<file path="config.mk">
export PLATFORM = sky130hd
export DESIGN_NAME = rx_polarity_fix
export DESIGN_NICKNAME = d
export VERILOG_FILES = /design/src/rtl/rxpol_pkg.sv /design/src/rtl/rxpol_evt_arb.sv /design/src/rtl/rxpol_port_fsm.sv /design/src/rtl/rx_polarity_fix.sv
export SDC_FILE = /design/constraint.sdc
export NUM_CORES = 1
export LEC_CHECK = 0
export BUFFER_PORTS_ARGS = -buffer_cell sky130_fd_sc_hd__buf_2
export CAP_MARGIN = 20
export CORE_MARGIN = 2
export CORE_UTILIZATION = 40
export DETAILED_ROUTE_END_ITERATION = 16
export GPL_ROUTABILITY_DRIVEN = 0
export GPL_TIMING_DRIVEN = 0
export PLACE_DENSITY = 0.73
export RECOVER_POWER = 50
export SETUP_SLACK_MARGIN = 0.5
export SLEW_MARGIN = 20
export SYNTH_ARGS = -nofsm -noshare
export SYNTH_HDL_FRONTEND = slang
export SYNTH_SLANG_ARGS = --single-unit
</file>
<file path="constraint.sdc">
create_clock -name clk -period 1.3 [get_ports clk]
set_clock_uncertainty 0.05 [all_clocks]
set_input_delay 0.13 -clock clk [delete_from_list [all_inputs] [get_ports clk]]
set_output_delay 0.13 -clock clk [all_outputs]
set_load 0.02 [all_outputs]
</file>
<file path="src/rtl/rxpol_pkg.sv">
package rxpol_pkg;

    typedef enum logic [1:0] {
        ST_OFF  = 2'd0,
        ST_HUNT = 2'd1,
        ST_NORM = 2'd2,
        ST_INV  = 2'd3
    } pol_state_e;

    typedef enum logic [2:0] {
        EV_NONE  = 3'd0,
        EV_DIS   = 3'd1,
        EV_ENA   = 3'd2,
        EV_LFAIL = 3'd3,
        EV_NEG   = 3'd4,
        EV_POS   = 3'd5
    } pol_evt_e;

endpackage

</file>
<file path="src/rtl/rxpol_evt_arb.sv">
// Reduces the per-port inputs of one cycle to a single event, by priority:
// control write, then link-fail, then negative strobe, then positive strobe.
module rxpol_evt_arb
    import rxpol_pkg::*;
(
    input  logic     ctl_we,
    input  logic     ctl_en,
    input  logic     link_fail,
    input  logic     neg_evt,
    input  logic     pos_evt,
    output pol_evt_e evt
);

    always_comb begin
        if (ctl_we) begin
            evt = ctl_en ? EV_ENA : EV_DIS;
        end else if (link_fail) begin
            evt = EV_LFAIL;
        end else if (neg_evt) begin
            evt = EV_NEG;
        end else if (pos_evt) begin
            evt = EV_POS;
        end else begin
            evt = EV_NONE;
        end
    end

endmodule

</file>
<file path="src/rtl/rxpol_port_fsm.sv">
// Per-port decision state machine: state register, next-state logic, output decode.
module rxpol_port_fsm
    import rxpol_pkg::*;
(
    input  logic     clk,
    input  logic     rst,
    input  logic     strap,
    input  pol_evt_e evt,
    output logic     en_o,
    output logic     locked_o,
    output logic     invert_o
);

    pol_state_e state_q;
    pol_state_e state_d;

    // State register; while in reset the strap level selects the start state
    always_ff @(posedge clk) begin
        if (rst) begin
            state_q <= strap ? ST_HUNT : ST_OFF;
        end else begin
            state_q <= state_d;
        end
    end

    // Next state
    always_comb begin
        state_d = state_q;
        unique case (state_q)
            ST_OFF: begin
                if (evt == EV_ENA) state_d = ST_HUNT;
            end
            ST_HUNT: begin
                case (evt)
                    EV_DIS:  state_d = ST_OFF;
                    EV_NEG:  state_d = ST_INV;
                    EV_POS:  state_d = ST_NORM;
                    default: state_d = ST_HUNT;
                endcase
            end
            ST_NORM, ST_INV: begin
                case (evt)
                    EV_DIS:   state_d = ST_OFF;
                    EV_LFAIL: state_d = ST_HUNT;
                    default:  state_d = state_q;
                endcase
            end
        endcase
    end

    // Outputs decoded from state
    always_comb begin
        en_o     = 1'b1;
        locked_o = 1'b0;
        invert_o = 1'b0;
        unique case (state_q)
            ST_OFF:  en_o = 1'b0;
            ST_HUNT: ;
            ST_NORM: locked_o = 1'b1;
            ST_INV: begin
                locked_o = 1'b1;
                invert_o = 1'b1;
            end
        endcase
    end

endmodule

</file>
<file path="src/rtl/rx_polarity_fix.sv">
module rx_polarity_fix
    import rxpol_pkg::*;
#(
    parameter int N_PORTS = 4
) (
    input  logic               clk,
    input  logic               rst,
    input  logic               strap_i,
    input  logic [N_PORTS-1:0] ctl_we_i,
    input  logic [N_PORTS-1:0] ctl_en_i,
    input  logic [N_PORTS-1:0] link_fail_i,
    input  logic [N_PORTS-1:0] neg_evt_i,
    input  logic [N_PORTS-1:0] pos_evt_i,
    output logic [N_PORTS-1:0] en_o,
    output logic [N_PORTS-1:0] locked_o,
    output logic [N_PORTS-1:0] invert_o
);

    for (genvar p = 0; p < N_PORTS; p++) begin : g_port
        pol_evt_e evt;

        rxpol_evt_arb u_arb (
            .ctl_we    (ctl_we_i[p]),
            .ctl_en    (ctl_en_i[p]),
            .link_fail (link_fail_i[p]),
            .neg_evt   (neg_evt_i[p]),
            .pos_evt   (pos_evt_i[p]),
            .evt       (evt)
        );

        rxpol_port_fsm u_fsm (
            .clk      (clk),
            .rst      (rst),
            .strap    (strap_i),
            .evt      (evt),
            .en_o     (en_o[p]),
            .locked_o (locked_o[p]),
            .invert_o (invert_o[p])
        );
    end

endmodule

</file>
* Word-level counts from Yosys, hierarchy flattened
Index checks and enable logic that the tools add are counted.
Operators by class: reductions and logical operators 12, mux-type cells 53, equality and inequality tests 40
Operator list (count):
- two-way mux 3 bit | 16
- case mux 2 bit (3 select lines) | 8
- equality test 3 x 2 -> 1 bit, second input constant | 8
- equality test 3 bit, second input constant | 8
- two-way mux 2 bit | 12
- equality test 2 bit, second input constant | 8
- != test 4 x 1 -> 1 bit, second input constant | 4
- case mux 2 bit (2 select lines) | 4
- two-way mux 1 bit | 13
- equality test 3 x 1 -> 1 bit, second input constant | 4
- != test 3 x 2 -> 1 bit, second input constant | 4
- equality test 2 x 1 -> 1 bit, second input constant | 4
- zero test 2 bit | 4
- AND reduction 2 bit | 4
- OR reduction 2 bit | 4
Word-level totals: flip-flop bits (word level) 8, logic and storage cells 109, bits of input ports 23, output and inout bits 12

* Depth between registers and ports, before layout
depth in word-level cells 8, gate-level depth with buffers 4, mapped depth without buffers 3

* Modules after synthesis
A second synthesis with hierarchy kept.
Second synthesis, totals: cell total of the unflattened synthesis 84, area, all modules 845.8 sq um
Modules (own cells, without submodules):
- rxpol_port_fsm | cells each 16, area an instance 171.4 sq um, times used 4, seq. area each 60.1 sq um
- rxpol_evt_arb | cells each 5, area an instance 40.0 sq um, times used 4, seq. area each 0.0 sq um

* Worst setup path before layout
OpenSTA, ideal clock, no wires.
path type register -> register, start point register g_port[0].u_fsm.state_q[1], end point register g_port[0].u_fsm.state_q[0], enable pin, path buffers 0, cell stages (with the launch flop) 3, setup slack -58 ps, arrival 1050 ps, clock period less this slack 1358 ps, library setup time 258 ps, data required time 992 ps, path through edfxtp_1 -> and3b_1 -> a2111o_1
On the way: word-level cells in the longest chain between the ends 4, elaborated cells between the ends (all ways) 7, classes of those cells eq/ne: 4; reduce/logical: 3
Ends and longest elaborated chain:
- start: declaration | line rxpol_port_fsm.sv:14 | pol_state_e state_q;
- start signal: assignment | line rxpol_port_fsm.sv:20 | state_q <= strap ? ST_HUNT : ST_OFF;
- start signal: assignment | line rxpol_port_fsm.sv:22 | state_q <= state_d;
- equality test 2 bit | line rxpol_port_fsm.sv:29 | unique case (state_q)
- OR reduction 2 bit (no line)
- != test 4 x 1 -> 1 bit (no line)
- AND reduction 2 bit (no line) *
Mark *: on every way between the ends. The rest lies on a longest branch, timed or not. A chain may end at the register's enable or synchronous reset.

* Worst setup path after layout
Ends and elaborated chain as after synthesis.

==> out/qor.yml <==
arrival_ns: 1.37
synth-simple-area-share: 0.304
grt.overflow.total: 0
synth.mux.area_fraction: 0
p_sw_mw: 0.419
wirelength_um: 1880
antenna_found_initial: 0
setup_viol: 19
grt_usage: 0.169
hpwl_um: 1250
timing.fmax_mhz: 705
drive_gt1_frac: 0.606
numClockSinks: 8
reg_top3: "g_port.u_fsm.state_q: 8 flops"
internal-power_mw: 0.846
p_leak_nw: 0.549
portBuffers: 34
htreeDepth: 1
syn-num-nets: 109
worstSetupPathType: "flop to flop"
synth-seq-area-share: 0.327
drt_iter0_drc: 5
slew-limit-headroom: 0.785
hold_buffers: 0
status: "finished with violations"
netlist_area_sq_um: 736
clock_latency_ns: 0.26
worstHoldPathCells: 2
finish.utilization: 0.716
post-place-ws_ns: -0.137
cts_buffers: 3
ys_types: 25
power_frac_seq: 0.313
fin_crit_ns: 1.42
r2r_end: "g_port[0].u_fsm.state_q[0]"
synth_adder_area_share: 0
grt_max_degree: 11
synth_top_family_by_area: "simple AND/OR/NAND/NOR gates"
drtPass1Iterations: 6
yosysWarnings: 0
antenna_cells: 0
clkPwrFrac: 0.148
largest_reg_flops: 8
drtAntennaViolNets: 0
rsz0062_at_grt: "true"
cts-root-buf: "clkbuf_4"
die_h_um: 46.9
vias: 792
slew_viol_final: 0
ir_worst_vdd_v: 0.000827
grt_first_pass_wirelength_um: 2590
placementRows: 15
path_max_fanout: 7
reg2reg_depth: 2
combPwrFrac: 0.539
grt_pass1_vias: 694
regToRegSetupSlack_ns: -0.12
start_util: 0.426
violations: "setup timing"
synthCells: 86
dp_cells: 145
core_sq_mm: 0.00173
tritoncts: "yes"
wl_per_cell_um: 11.9
worstSetupStartpointType: "flop"
hold_end: "g_port[3].u_fsm.state_q[1]"
via_per_inst: 5.04
regMostFlops: "g_port.u_fsm.state_q"
die-area_sq_mm: 0.00220
finalHoldViolCount: 0
critPathCaptureType: "flop"
final_nets: 157
layout.cells.non_filler: 157
hp-class: "primary input to flop"
die_w_um: 46.9
pwr_density_cell_mw_per_mm2: 1020
ios: 35
min_period_over_period: 1.09
switching_share: 0.331
clk_pin_slew_ns: 0.05
required_ns: 1.25
areaGrowthSynthToFinish_pct: 68.0
setup_ws_ns: -0.119
synth_seq_cells: 8
synth_xor_area_frac: 0.0238
crit-reg2reg-launch: "g_port[0].u_fsm.state_q[1]"
hp-start: "link_fail_i[3]"
synth.avg_cell_area_sq_um: 8.55
synth_compound_area_frac: 0.170
maxCapViolCount: 0
drc: 0
clock_path_buffers: 2
tightest_slew_ns: 0.319
## layout by cell type, fill, tap and decap left out
cell,synthesis,final
and3b_1,3,2
o31ai_2,0,1
edfxtp_1,8,8
or2_4,0,2
a211oi_2,0,1
o21ai_1,0,4
nor2b_1,4,4
nor4b_1,6,3
a21oi_1,1,1
a2111o_1,2,2
and2_4,0,4
xor2_1,2,2
nor4_1,1,1
o21ai_0,7,2
nor2_2,0,6
buf_2,1,23
nor4b_2,0,2
clkbuf_1,4,5
o31a_1,1,1
o21ai_2,0,1
nor3_2,0,1
o41ai_1,1,1
nor4b_4,0,1
nor2_4,0,1
o31ai_1,3,2
nand2b_1,6,6
buf_4,12,8
buf_6,0,24
clkbuf_4,0,3
nand2_1,2,2
and3b_2,0,1
inv_1,5,5
a32oi_2,0,1
a31oi_1,1,1
## synthesized netlist by cell type (all sizes together)
| cell | instances | area (sq um) |
|---|---|---|
| a31oi | 1 | 6.26 |
| nor2 | 7 | 26.3 |
| o41ai | 1 | 8.76 |
| a21oi | 1 | 5.00 |
| and2 | 4 | 25.0 |
| xor2 | 2 | 17.5 |
| nand2b | 6 | 37.5 |
| nor4b | 6 | 52.6 |
| edfxtp | 8 | 240 |
| buf | 13 | 95.1 |
| nor4 | 1 | 6.26 |
| or2 | 2 | 12.5 |
| clkbuf | 4 | 15.0 |
| o31a | 1 | 8.76 |
| a211oi | 1 | 7.51 |
| o31ai | 3 | 22.5 |
| nand2 | 2 | 7.51 |
| a32oi | 1 | 8.76 |
| and3b | 3 | 26.3 |
| nor2b | 4 | 25.0 |
| inv | 5 | 18.8 |
| a2111o | 2 | 22.5 |
| o21ai | 7 | 35.0 |
| nor3 | 1 | 5.00 |
## cells by family (layout without fill, tap and decap cells)
kind of cell | count (synthesis) | count (layout)
compound gates | 18 | 18
xor+xnor | 2 | 2
simple gates | 36 | 36
buf+inv | 22 | 68
flops | 8 | 8
## worst max path at each step
stage / from / end / depth (start not counted)
CTS: g_port[0].u_fsm.state_q[1] / g_port[0].u_fsm.state_q[0] / 2
detailed placement: g_port[0].u_fsm.state_q[1] / g_port[0].u_fsm.state_q[1] / 2
global route: g_port[0].u_fsm.state_q[1] / g_port[0].u_fsm.state_q[0] / 2
global placement: g_port[0].u_fsm.state_q[1] / g_port[0].u_fsm.state_q[0] / 2
floorplan: g_port[0].u_fsm.state_q[1] / g_port[0].u_fsm.state_q[0] / 2
finish: g_port[0].u_fsm.state_q[1] / g_port[0].u_fsm.state_q[0] / 2
## routing by layer
layer	routed length [um]	global-route usage	vias to the layer above
met4	16	0.0611	0
li1	-	-	393
met5	0	0	-
met3	96	0.0615	4
met2	1080	0.318	28
met1	684	0.167	367
## repair_timing
action | in CTS | in global routing
pin swaps | 13 | 12
buffers inserted | 7 | 2
cloned | 0 | 0
resized for setup | 37 | 15
setup endpoints to repair | 28 | 28
## layout make-up
type / count / area, sq um
Multi-Input combinational cell: 56 / 459
Sequential cell: 8 / 240
Fill cell: 142 / 490
Tap cell: 25 / 31.3
Clock buffer: 3 / 22.5
Buffer: 17 / 140
Inverter: 5 / 18.8
Timing Repair Buffer: 43 / 324
## worst max-delay path, stage by stage (launching register included)
cell and delay [ns]:
edfxtp_1 0.50, xor2_1 0.19, a2111o_1 0.42
## power groups by stage
stage / clock network, mW / logic (mW) / registers, mW
final: 0.188 / 0.681 / 0.396
after global routing: 0.201 / 0.725 / 0.405
after CTS: 0.187 / 0.623 / 0.390
after detailed placement: 0 / 0.457 / 0.392
after global placement: 0 / 0.447 / 0.392
after floorplan: 0 / 0.338 / 0.378
## per-stage QoR
stage          power (mW)  hold WS (ns)  setup TNS [ns]  instance area, sq um
4_1_cts              1.20         0.136          -0.923                  1170
3_5_place_dp        0.849         0.396          -0.449                   976
3_3_place_gp        0.839         0.393          -0.313                   976
6_report             1.26         0.135           -1.26                  1240
5_1_grt              1.33         0.142           -2.24                  1240
2_1_floorplan       0.717         0.270         -0.0879                   774
Power figures use the tool's default switching activity.
